--- src/rtl/dit_pkg.sv ---
package dit_pkg;
    localparam int IDX_W = 4;

    localparam logic [IDX_W-1:0] IX_T1_CNT_LO = 4'h4;
    localparam logic [IDX_W-1:0] IX_T1_CNT_HI = 4'h5;
    localparam logic [IDX_W-1:0] IX_T1_LAT_LO = 4'h6;
    localparam logic [IDX_W-1:0] IX_T1_LAT_HI = 4'h7;
    localparam logic [IDX_W-1:0] IX_T2_CNT_LO = 4'h8;
    localparam logic [IDX_W-1:0] IX_T2_CNT_HI = 4'h9;

    typedef enum logic {
        ST_SPENT = 1'b0,
        ST_ARMED = 1'b1
    } arm_state_e;
endpackage

--- src/rtl/dit_timer1.sv ---
module dit_timer1
    import dit_pkg::*;
#(
    parameter int BYTE_W = 8
) (
    input  logic                clk,
    input  logic                rst_n,
    input  logic                tick,
    input  logic                free_run,
    input  logic                wr_lat_lo,
    input  logic                wr_hi_load,
    input  logic                wr_hi_keep,
    input  logic                rd_cnt_lo,
    input  logic                flag_clr,
    input  logic [BYTE_W-1:0]   wdata,
    output logic [2*BYTE_W-1:0] cnt,
    output logic [2*BYTE_W-1:0] latch,
    output logic                flag
);
    localparam int CNT_W = 2 * BYTE_W;

    arm_state_e state_q, state_d;
    logic at_zero, underflow, clr_any;

    assign at_zero   = (cnt == '0);
    assign underflow = tick && at_zero && !wr_hi_load;
    assign clr_any   = wr_hi_load || wr_hi_keep || rd_cnt_lo || flag_clr;

    always_comb begin
        state_d = state_q;
        unique case (state_q)
            ST_ARMED: begin
                if (wr_hi_load)                  state_d = ST_ARMED;
                else if (underflow && !free_run) state_d = ST_SPENT;
            end
            ST_SPENT: begin
                if (wr_hi_load) state_d = ST_ARMED;
            end
            default: state_d = ST_SPENT;
        endcase
    end

    always_ff @(posedge clk or negedge rst_n) begin
        if (!rst_n) state_q <= ST_SPENT;
        else        state_q <= state_d;
    end

    always_ff @(posedge clk or negedge rst_n) begin
        if (!rst_n) begin
            latch <= '0;
            cnt   <= '1;
            flag  <= 1'b0;
        end else begin
            if (wr_lat_lo)
                latch[BYTE_W-1:0] <= wdata;
            if (wr_hi_load || wr_hi_keep)
                latch[CNT_W-1:BYTE_W] <= wdata;
            if (wr_hi_load)
                cnt <= {wdata, latch[BYTE_W-1:0]};
            else if (tick)
                cnt <= at_zero ? (free_run ? latch : '1) : cnt - CNT_W'(1);
            if (underflow && state_q == ST_ARMED)
                flag <= 1'b1;
            else if (clr_any)
                flag <= 1'b0;
        end
    end

    AST_T1_LOAD: assert property (@(posedge clk) disable iff (!rst_n)
        wr_hi_load |=> cnt == {$past(wdata), $past(latch[BYTE_W-1:0])});
    AST_T1_LO_NO_RELOAD: assert property (@(posedge clk) disable iff (!rst_n)
        (wr_lat_lo && !tick && !wr_hi_load) |=> $stable(cnt));
    AST_T1_ONE_FLAG: assert property (@(posedge clk) disable iff (!rst_n)
        (state_q == ST_SPENT && !wr_hi_load) |=> !$rose(flag));
    AST_T1_FREE_RELOAD: assert property (@(posedge clk) disable iff (!rst_n)
        (tick && at_zero && free_run && !wr_hi_load) |=> cnt == $past(latch));
endmodule

--- src/rtl/dit_timer2.sv ---
module dit_timer2
    import dit_pkg::*;
#(
    parameter int BYTE_W = 8
) (
    input  logic                clk,
    input  logic                rst_n,
    input  logic                tick,
    input  logic                wr_lat,
    input  logic                wr_cnt_hi,
    input  logic                rd_cnt_lo,
    input  logic                flag_clr,
    input  logic [BYTE_W-1:0]   wdata,
    output logic [2*BYTE_W-1:0] cnt,
    output logic                flag
);
    localparam int CNT_W = 2 * BYTE_W;

    arm_state_e state_q, state_d;
    logic [BYTE_W-1:0] latch;
    logic underflow;

    assign underflow = tick && (cnt == '0) && !wr_cnt_hi;

    always_comb begin
        state_d = state_q;
        unique case (state_q)
            ST_ARMED: begin
                if (wr_cnt_hi)      state_d = ST_ARMED;
                else if (underflow) state_d = ST_SPENT;
            end
            ST_SPENT: begin
                if (wr_cnt_hi) state_d = ST_ARMED;
            end
            default: state_d = ST_SPENT;
        endcase
    end

    always_ff @(posedge clk or negedge rst_n) begin
        if (!rst_n) state_q <= ST_SPENT;
        else        state_q <= state_d;
    end

    always_ff @(posedge clk or negedge rst_n) begin
        if (!rst_n) begin
            latch <= '0;
            cnt   <= '1;
            flag  <= 1'b0;
        end else begin
            if (wr_lat)
                latch <= wdata;
            if (wr_cnt_hi)
                cnt <= {wdata, latch};
            else if (tick)
                cnt <= cnt - CNT_W'(1);
            if (underflow && state_q == ST_ARMED)
                flag <= 1'b1;
            else if (rd_cnt_lo || flag_clr)
                flag <= 1'b0;
        end
    end

    AST_T2_LOAD: assert property (@(posedge clk) disable iff (!rst_n)
        wr_cnt_hi |=> cnt == {$past(wdata), $past(latch)});
    AST_T2_READ_CLEAR: assert property (@(posedge clk) disable iff (!rst_n)
        (rd_cnt_lo && !(tick && cnt == '0)) |=> !flag);
    AST_T2_ONE_FLAG: assert property (@(posedge clk) disable iff (!rst_n)
        (state_q == ST_SPENT && !wr_cnt_hi) |=> !$rose(flag));
endmodule

--- src/rtl/dit_regif.sv ---
module dit_regif
    import dit_pkg::*;
#(
    parameter int BYTE_W = 8
) (
    input  logic [IDX_W-1:0]    reg_idx,
    input  logic                wr_en,
    input  logic                rd_en,
    input  logic [2*BYTE_W-1:0] t1_cnt,
    input  logic [2*BYTE_W-1:0] t1_latch,
    input  logic [2*BYTE_W-1:0] t2_cnt,
    output logic                t1_wr_lat_lo,
    output logic                t1_wr_hi_load,
    output logic                t1_wr_hi_keep,
    output logic                t1_rd_cnt_lo,
    output logic                t2_wr_lat,
    output logic                t2_wr_cnt_hi,
    output logic                t2_rd_cnt_lo,
    output logic [BYTE_W-1:0]   rd_data
);
    localparam int CNT_W = 2 * BYTE_W;

    assign t1_wr_lat_lo  = wr_en && (reg_idx == IX_T1_CNT_LO || reg_idx == IX_T1_LAT_LO);
    assign t1_wr_hi_load = wr_en && (reg_idx == IX_T1_CNT_HI);
    assign t1_wr_hi_keep = wr_en && (reg_idx == IX_T1_LAT_HI);
    assign t1_rd_cnt_lo  = rd_en && (reg_idx == IX_T1_CNT_LO);
    assign t2_wr_lat     = wr_en && (reg_idx == IX_T2_CNT_LO);
    assign t2_wr_cnt_hi  = wr_en && (reg_idx == IX_T2_CNT_HI);
    assign t2_rd_cnt_lo  = rd_en && (reg_idx == IX_T2_CNT_LO);

    always_comb begin
        rd_data = '0;
        case (reg_idx)
            IX_T1_CNT_LO: rd_data = t1_cnt[BYTE_W-1:0];
            IX_T1_CNT_HI: rd_data = t1_cnt[CNT_W-1:BYTE_W];
            IX_T1_LAT_LO: rd_data = t1_latch[BYTE_W-1:0];
            IX_T1_LAT_HI: rd_data = t1_latch[CNT_W-1:BYTE_W];
            IX_T2_CNT_LO: rd_data = t2_cnt[BYTE_W-1:0];
            IX_T2_CNT_HI: rd_data = t2_cnt[CNT_W-1:BYTE_W];
            default:      rd_data = '0;
        endcase
    end
endmodule

--- src/rtl/dual_interval_timer.sv ---
module dual_interval_timer
    import dit_pkg::*;
#(
    parameter int BYTE_W = 8
) (
    input  logic              clk,
    input  logic              rst_n,
    input  logic [IDX_W-1:0]  reg_idx,
    input  logic [BYTE_W-1:0] wr_data,
    input  logic              wr_en,
    input  logic              rd_en,
    output logic [BYTE_W-1:0] rd_data,
    input  logic              cnt_tick,
    input  logic              t1_free_run,
    input  logic              t1_flag_clr,
    input  logic              t2_flag_clr,
    output logic              t1_flag,
    output logic              t2_flag
);
    localparam int CNT_W = 2 * BYTE_W;

    logic [CNT_W-1:0] t1_cnt, t1_latch, t2_cnt;
    logic t1_wr_lat_lo, t1_wr_hi_load, t1_wr_hi_keep, t1_rd_cnt_lo;
    logic t2_wr_lat, t2_wr_cnt_hi, t2_rd_cnt_lo;

    dit_regif #(.BYTE_W(BYTE_W)) u_regif (
        .reg_idx(reg_idx), .wr_en(wr_en), .rd_en(rd_en),
        .t1_cnt(t1_cnt), .t1_latch(t1_latch), .t2_cnt(t2_cnt),
        .t1_wr_lat_lo(t1_wr_lat_lo), .t1_wr_hi_load(t1_wr_hi_load),
        .t1_wr_hi_keep(t1_wr_hi_keep), .t1_rd_cnt_lo(t1_rd_cnt_lo),
        .t2_wr_lat(t2_wr_lat), .t2_wr_cnt_hi(t2_wr_cnt_hi),
        .t2_rd_cnt_lo(t2_rd_cnt_lo), .rd_data(rd_data)
    );

    dit_timer1 #(.BYTE_W(BYTE_W)) u_t1 (
        .clk(clk), .rst_n(rst_n), .tick(cnt_tick), .free_run(t1_free_run),
        .wr_lat_lo(t1_wr_lat_lo), .wr_hi_load(t1_wr_hi_load),
        .wr_hi_keep(t1_wr_hi_keep), .rd_cnt_lo(t1_rd_cnt_lo),
        .flag_clr(t1_flag_clr), .wdata(wr_data),
        .cnt(t1_cnt), .latch(t1_latch), .flag(t1_flag)
    );

    dit_timer2 #(.BYTE_W(BYTE_W)) u_t2 (
        .clk(clk), .rst_n(rst_n), .tick(cnt_tick),
        .wr_lat(t2_wr_lat), .wr_cnt_hi(t2_wr_cnt_hi), .rd_cnt_lo(t2_rd_cnt_lo),
        .flag_clr(t2_flag_clr), .wdata(wr_data),
        .cnt(t2_cnt), .flag(t2_flag)
    );

    AST_CLR_INPUT: assert property (@(posedge clk) disable iff (!rst_n)
        (t1_flag_clr && !(cnt_tick && t1_cnt == '0)) |=> !t1_flag);
endmodule

--- config.mk ---
export PLATFORM = sky130hd
export DESIGN_NAME = dual_interval_timer
export DESIGN_NICKNAME = d
export VERILOG_FILES = /design/src/rtl/dit_pkg.sv /design/src/rtl/dit_timer1.sv /design/src/rtl/dit_timer2.sv /design/src/rtl/dit_regif.sv /design/src/rtl/dual_interval_timer.sv
export SDC_FILE = /design/constraint.sdc
export NUM_CORES = 1
export LEC_CHECK = 0
export CAP_MARGIN = 25
export CORE_ASPECT_RATIO = 1.75
export CORE_MARGIN = 2
export CORE_UTILIZATION = 40
export DETAILED_ROUTE_END_ITERATION = 8
export DONT_BUFFER_PORTS = 1
export PLACE_DENSITY = 0.5
export SLEW_MARGIN = 20
export SYNTH_ARGS = -nofsm -noshare
export SYNTH_HDL_FRONTEND = slang
export SYNTH_SLANG_ARGS = --single-unit
--- constraint.sdc ---
create_clock -name clk -period 4.02 [get_ports clk]
set_input_delay 0.402 -clock clk [delete_from_list [all_inputs] [get_ports clk]]
set_output_delay 0.402 -clock clk [all_outputs]
set_load 0.05 [all_outputs]
After elaboration in Yosys (flattened, before gate mapping)
Index checks and enable logic that the tools add are counted.

$add $sub $neg: 2. Equal/unequal tests: 6. Multiplexer cells: 19. Bitwise operators: 2. Reduce and logical (&&, ||, !) cells: 28.

Operator list (number): 2-to-1 mux 16 bit (6); case mux 8 bit (6 select lines) (1); logical NOT 16 bit (2); subtractor 16 x 1 -> 16 bit, second input constant (2); equality test 4 x 3 -> 1 bit, second input constant (4); logical AND 1 bit (14); 2-to-1 mux 1 bit (10); equality test 4 bit, second input constant (2); nonzero test 2 bit (4); logical OR 1 bit (5); case mux 1 bit (2 select lines) (2); logical NOT 1 bit (3); NOT 1 bit (2).

Register bits after elaboration: 60. Word-level logic and storage cells: 66.

Depth between registers and ports, before layout
Gate-level depths: netlist of run 1.

Word-level depth: 8. Gate-level depth with buffers: 8. Depth with buffers taken out: 7.

Hierarchy
From an unflattened synthesis of run 1, not the netlist that was laid out.

Cell total of the unflattened synthesis: 375. Area total of the unflattened synthesis: 3629.7 um2.

By module, submodules not included: dit_timer1 (times used 1, cells each 205, area each 1908.1 um2); dit_timer2 (times used 1, cells each 119, area each 1296.2 um2); dit_regif (times used 1, cells each 51, area each 425.4 um2).

Least setup slack after synthesis of run 1
No wires, ideal clock.

Path kind: in2out. Start point: input reg_idx[0]. End point: output rd_data[1]. Arrival time: 2.233 ns. Required time: 3.618 ns. Path slack: 1.385 ns. Stages on the path: 4. Path through: buf_2 > buf_1 > a32oi_1 > o21ai_0.

Cells in the longest elaborated chain, start to end: 2.

RTL lines: start, declared (line dual_interval_timer.sv:8) `input logic [IDX_W-1:0] reg_idx,`; equality test 4 bit or equality test 4 x 3 -> 1 bit (tied branches) (line dit_regif.sv:33) `case (reg_idx)`; case mux 8 bit (6 select lines) (*) (line dit_regif.sv:33); end, declared (line dual_interval_timer.sv:12) `output logic [BYTE_W-1:0] rd_data,`.

Mark *: on every way between the ends. The rest lies on a longest branch, timed or not.

Final worst setup path of run 1
Start point: input reg_idx[3]. End point: output rd_data[0].

The elaborated chain is that of the path after synthesis.

==> impl_metrics.json, run 1 <==
{
  "fin_crit_sh_pct": 59.3,
  "clk_latency_ns": 0.33,
  "synth_area_um2": 3620,
  "cp_slowest_cell": "nor3_1",
  "cp.arrival_ns": 1.98,
  "synth_top_area_share_pct": 23.2,
  "timing.setup.tns_ns": 0,
  "hold_violations": 0,
  "vias_per_cell": 6.05,
  "syn_inst": 381,
  "max_freq_mhz": 419,
  "htree_levels": 3,
  "synth_simple_gate_area_share_pct": 19.7,
  "skew_ns": 0.00512,
  "drt_iter0_drc": 206,
  "grt_setup_unrepaired": "no",
  "drive_above_1_share_pct": 23.9,
  "path_max_fanout": 9,
  "synth_top_family_by_area": "simple AND/OR/NAND/NOR gates",
  "grt_pass1_wl_um": 18100,
  "diodes": 0,
  "synth-seq-cells": 60,
  "crit_type": "input port to primary output",
  "grt_pass1_vias": 3171,
  "gr-usage-all-layers_pct": 24.4,
  "dp_worst_setup_slack_ns": 1.63,
  "cts_tree": "built",
  "die_y_um": 130,
  "hold_ws_ns": 0.173,
  "synth_compound_area_share_pct": 17.4,
  "io_buffer_count": 0,
  "area_delta_synth_final_pct": 12.2,
  "p_leak_uw": 0.00155,
  "critPathLaunchType": "input port",
  "worstPathRequired_ns": 3.62,
  "root_buffer": "clkbuf_16",
  "setup_slack_ns": 1.63,
  "crit_path_cell_trace": "nand2b_1, nor3_1, a221o_1",
  "final_core_util_pct": 45.5,
  "dpl.hpwl_um": 8440,
  "synthDistinctLibCells": 58,
  "die_area_um2": 9860,
  "grt_max_degree": 61,
  "synthTopCellsByArea": "dfstp_2, dfrtp_1, mux2_2",
  "max_stage_delay_ns": 0.66,
  "setup_viol": 0,
  "wl_per_cell_um": 23.2,
  "outcome": "completed",
  "synthMuxAreaShare_pct": 11.8,
  "nets": 399,
  "overflow": 0,
  "num_vias": 3027,
  "place_congestion": 0.965,
  "ios": 30,
  "hp-class": "input port to flop",
  "antenna_found_initial": 0,
  "rows": 46,
  "path_delay_family": "simple AND/OR/NAND/NOR gates",
  "dieWidth_um": 75.9,
  "postCtsSetupRepairBufs": 0,
  "post-route-min-period_ns": 2.39,
  "synth_warnings": 0,
  "postSynthAreaPerCell_um2": 9.50,
  "ctsHoldBuffers": 2,
  "tightest_slew_ns": 1.01,
  "cts_resized": 0,
  "drc": 0,
  "crit_path_end_kind": "primary output",
  "slew_violations": 0,
  "maxCapViolCount": 0,
  "power.density_nw_per_um2": 656,
  "synth_xor_area_share_pct": 3.87,
  "n_fill_cell": 859,
  "postRouteAntennaNets": 0,
  "ctsLongestPathBuffers": 2,
  "synth-adder-area-share_pct": 1.38,
  "ys.flop_type": "dfstp_2",
  "start_util_pct": 40.6,
  "clkSlewWorstSetupHoldPaths_ns": 0.05,
  "async_reset_ff_share_pct": 100,
  "cts_made_buffers": 9,
  "synth_nets": 405,
  "firstDrtPassIters": 4,
  "vdd_ir_drop_max_v": 0.000396,
  "totalWireLength_um": 11600,
  "core_um2": 8920,
  "clkSinkCount": 60,
  "critical_path_buf_inv_count": 0,
  "slew_headroom_pct": 32.5,
  "synth_edf_count": 0,
  "final_common_cell": "nand2_1",
  "synth_top_area_cell": "dfstp_2",
  "layout_common_cells": "nand2_1, dfstp_2, nor2_1, mux2_2, dfrtp_1",
  "yosysSeqAreaShare_pct": 42.6
}
==> synth_stat cells, types with 2 or more instances <==
cell type	n
nand3_1	10
or4_4	3
mux2_2	30
and3_1	6
mux2i_1	9
o22ai_1	6
xor2_1	5
a221o_1	5
and4_1	2
dfrtp_1	28
o311ai_0	2
o31ai_1	5
nor2b_1	5
nand2b_1	4
a311oi_1	2
nor4_1	10
a211oi_1	2
a32oi_1	3
inv_1	6
o21ai_0	28
and2_1	2
a22o_1	4
dfstp_2	32
a31oi_1	3
buf_2	3
or4_1	3
a21o_1	3
nand4b_1	2
nor2_1	31
nand2_1	38
nor3_1	16
xnor2_1	11
a22oi_1	3
clkbuf_1	18
ha_1	4
nand3b_1	2
a21oi_1	14
==> sequential cells by signal, indices dropped and copies added, names as in the netlist <==
signal	count
u_t1.cnt	16
u_t1.flag	1
u_t1.latch	16
u_t1.state_q	1
u_t2.cnt	16
u_t2.flag	1
u_t2.latch	8
u_t2.state_q	1
==> metal layers <==
layer	share of wire (%)	up-vias	GRT usage, %
li1	-	1405	-
met1	39	1512	26.5
met2	53	86	45.0
met3	4.3	24	5.26
met4	3.5	0	12.0
met5	0	-	0
==> area by class of cell <==
cell class | count | area (µm²) | share of cell area, %
clock inverter | 4 | 72.6 | 1.79
sequential | 60 | 1540 | 38.0
timing repair buffer | 6 | 67.6 | 1.66
tap | 120 | 150 | 3.70
inverter | 6 | 22.5 | 0.555
multi-input combinational | 292 | 1960 | 48.3
clock buffer | 12 | 246 | 6.07
==> worst paths after layout <==
| kind | cells after the start | start | slack (ns) | endpoint |
|---|---|---|---|---|
| hold / removal | 2 | wr_data[3] | 0.17 | u_t2.cnt[11] |
| setup / recovery | 3 | reg_idx[3] | 1.63 | rd_data[0] |
| max in group asynchronous | 2 | rst_n | 3.07 | u_t1.cnt[1] |
| hold reg to reg | 2 | u_t2.latch[0] | 0.48 | u_t2.cnt[0] |
| setup reg to reg | 7 | u_t1.cnt[0] | 1.71 | u_t1.cnt[4] |
| min in group asynchronous | 2 | rst_n | 0.62 | u_t1.state_q |
==> kinds of logic (layout without fill, tap and decap cells) <==
family,after synthesis,count (layout)
compound gates,93,93
xor+xnor,16,16
fa+ha+maj,4,4
buf+inv,29,28
flops,60,60
mux,39,39
simple gates,140,140
==> power breakdown <==
group,total [µW],internal (µW),switching [µW]
sequential,1170,894,271
clock,836,559,277
combinational,664,310,354
==> metrics by stage <==
step / std cells / area, µm² / total power (µW)
after floorplan: 381 / 3620 / 1600
after global placement: 482 / 3700 / 1800
after detailed placement: 482 / 3700 / 1810
after CTS: 500 / 4060 / 2680
after global routing: 500 / 4060 / 2800
final: 500 / 4060 / 2670
(Power assumes the default switching activity.)
==> run 2: changes to the inputs <==
--- a/config.mk
+++ b/config.mk
@@ -5,6 +5,7 @@
 export SDC_FILE = /design/constraint.sdc
 export NUM_CORES = 1
 export LEC_CHECK = 0
+export ABC_AREA = 1
 export CAP_MARGIN = 25
 export CORE_ASPECT_RATIO = 1.75
 export CORE_MARGIN = 2
==> constraint.sdc (replaced) <==
create_clock -name clk -period 2.4 [get_ports clk]
set_input_delay 0.24 -clock clk [delete_from_list [all_inputs] [get_ports clk]]
set_output_delay 0.24 -clock clk [all_outputs]
set_load 0.05 [all_outputs]
==> run 2 against run 1 <==
Compared with the run above:
- combinational power increased to 2.9 times the previous value
- cell count rose by 38%
- global-route usage rose by 2.5 points
- synthesized cell count rose by 45%
- critical endpoint is now rd_data[6]
- highest routed layer unchanged
==> impl_metrics.json, run 2 <==
{
  "power.switching_uw": 2250,
  "synth_warnings": 0,
  "slew_headroom_pct": 54.1,
  "swShare_pct": 44.0,
  "start_util_pct": 41.3,
  "max_freq_mhz": 512,
  "drc": 0,
  "n_fill_cell": 1043,
  "cts_made_buffers": 9,
  "synth-adder-area-share_pct": 1.27,
  "skew_ns": 0.00781,
  "p_int_uw": 2870,
  "synthDistinctLibCells": 40,
  "crit_path_end_kind": "primary output",
  "async_reset_ff_share_pct": 100,
  "hold_violations": 0,
  "synth_simple_gate_area_share_pct": 35.9,
  "overflow": 0,
  "place_congestion": 0.990,
  "firstDrtPassIters": 4,
  "combPwrFrac_pct": 37.6,
  "cp.arrival_ns": 1.71,
  "core_um2": 9530,
  "yosysSeqAreaShare_pct": 39.1,
  "synth_commonest_cells": "nand2_1, inv_1, nand3_1, nor2_1, dfstp_2",
  "diodes": 0,
  "synth_top_family_by_area": "simple AND/OR/NAND/NOR gates",
  "totalWireLength_um": 13400,
  "drt_iter0_drc": 303,
  "synth_top_area_cell": "dfstp_2",
  "tightest_slew_ns": 0.686,
  "vias_per_cell": 5.40,
  "maxCapViolCount": 0,
  "ctsLongestPathBuffers": 2,
  "crit_type": "flop to primary output",
  "rows": 47,
  "synth_compound_area_share_pct": 12.4,
  "grt_setup_unrepaired": "no",
  "htree_levels": 3,
  "dieWidth_um": 79,
  "path_max_fanout": 5,
  "dpl.hpwl_um": 10500,
  "gr-usage-all-layers_pct": 26.8,
  "postRouteAntennaNets": 0,
  "cts_tree": "built",
  "area_delta_synth_final_pct": 11.7,
  "final_core_util_pct": 46.2,
  "root_buffer": "clkbuf_16",
  "p_clk_share_pct": 24.7,
  "syn_inst": 554,
  "outcome": "completed",
  "hp-class": "input port to flop",
  "synth_area_um2": 3940,
  "worstPathRequired_ns": 2.16,
  "die_y_um": 135,
  "num_vias": 3737,
  "io_buffer_count": 0,
  "grt_pass1_wl_um": 21200,
  "antenna_found_initial": 0,
  "clkSinkCount": 60,
  "power.density_nw_per_um2": 1160,
  "synth_top_area_share_pct": 21.4,
  "synth_nets": 578,
  "grt_max_degree": 61,
  "seqPwrFrac_pct": 37.8,
  "die_area_um2": 10700,
  "ys.flop_type": "dfstp_2",
  "postSynthAreaPerCell_um2": 7.11,
  "nets": 589,
  "r2r_cells": 9,
  "reg_top3": "u_t1.cnt x16, u_t1.latch x16, u_t2.cnt x16",
  "synth_edf_count": 0,
  "ios": 30,
  "slew_violations": 0,
  "timing.setup.tns_ns": 0,
  "synth-seq-cells": 60,
  "drive_above_1_share_pct": 16.3,
  "holdPathStages": 1,
  "vdd_ir_drop_max_v": 0.000580,
  "synthMuxAreaShare_pct": 0,
  "synthTopCellsByArea": "dfstp_2, dfrtp_1, nand2_1",
  "setup_viol": 0,
  "post-place-cells": 674,
  "final_cells": 692,
  "p_leak_uw": 0.00211,
  "clk_latency_ns": 0.34,
  "post-route-min-period_ns": 1.95,
  "fin_crit_sh_pct": 81.4,
  "clkSlewWorstSetupHoldPaths_ns": 0.06,
  "critPathLaunchType": "flop",
  "synth_most_common_cell": "nand2_1",
  "final_common_cell": "nand2_1",
  "synth_xor_area_share_pct": 2.45,
  "hold_ws_ns": 0.0107,
  "layout_common_cells": "nand2_1, inv_1, nand3_1, nor2_1, dfstp_2",
  "grt_pass1_vias": 3880,
  "wl_per_cell_um": 19.3
}
[run 2: routing by layer]
layer / share of wire (%) / global-route usage [%] / wire length (µm)
met1: 37 / 28.3 / 4920
met2: 54 / 47.9 / 7160
met3: 4.1 / 5.93 / 551
met4: 5.5 / 15.8 / 734
met5: 0 / 0 / 0
[run 2: critical path, stage by stage, from the launching register on]
cell,delay [ns]
dfstp_2,0.39
inv_1,0.16
o22ai_1,0.12
a21oi_1,0.16
nand4_1,0.54
[run 2: final cells by class]
class	instances	area [µm²]	area share (%)
timing repair buffer	8	82.6	1.88
sequential	60	1540	35.1
clock inverter	7	58.8	1.34
tap	122	153	3.47
inverter	76	288	6.55
multi-input combinational	410	2050	46.6
clock buffer	9	225	5.12
[run 2: cells by family after synthesis]
logic type	after synthesis
compound gates	77
xor+xnor	11
simple gates	318
buf+inv	84
flops	60
fa+ha+maj	4
[run 2: power by group through the flow]
stage / Combinational [µW] / Sequential (µW) / Clock [µW]
global placement: 1880 / 1940 / 0
finish: 1920 / 1930 / 1260
CTS: 1920 / 1920 / 1280
global route: 2170 / 1970 / 1320
detailed placement: 1880 / 1940 / 0
floorplan: 1440 / 1770 / 0
[run 2: timing repair]
| action | in CTS | in global routing |
|---|---|---|
| resized for setup | 0 | 0 |
| endpoints found under the hold margin | 60 | 0 |
| setup buffers | 0 | 0 |
| hold buffers | 2 | 0 |
[run 2: worst paths after layout]
| kind | from | endpoint | slack (ns) |
|---|---|---|---|
| min reg2reg | u_t2.latch[2] | u_t2.latch[2] | 0.48 |
| max | u_t1.cnt[14] | rd_data[6] | 0.45 |
| max reg2reg | u_t1.cnt[0] | u_t1.cnt[6] | 0.70 |
| max in group asynchronous | rst_n | u_t2.cnt[4] | 1.62 |
| min in group asynchronous | rst_n | u_t1.latch[3] | 0.43 |
| min | t2_flag_clr | u_t2.flag | 0.01 |
[run 2: per-stage QoR]
stage | instance area (µm²) | power, µW | worst slack (ns)
after floorplan | 3940 | 3220 | 0.707
after global placement | 4080 | 3820 | 0.658
after detailed placement | 4080 | 3820 | 0.656
after CTS | 4400 | 5120 | 0.461
after global routing | 4400 | 5460 | 0.371
final | 4400 | 5120 | 0.446
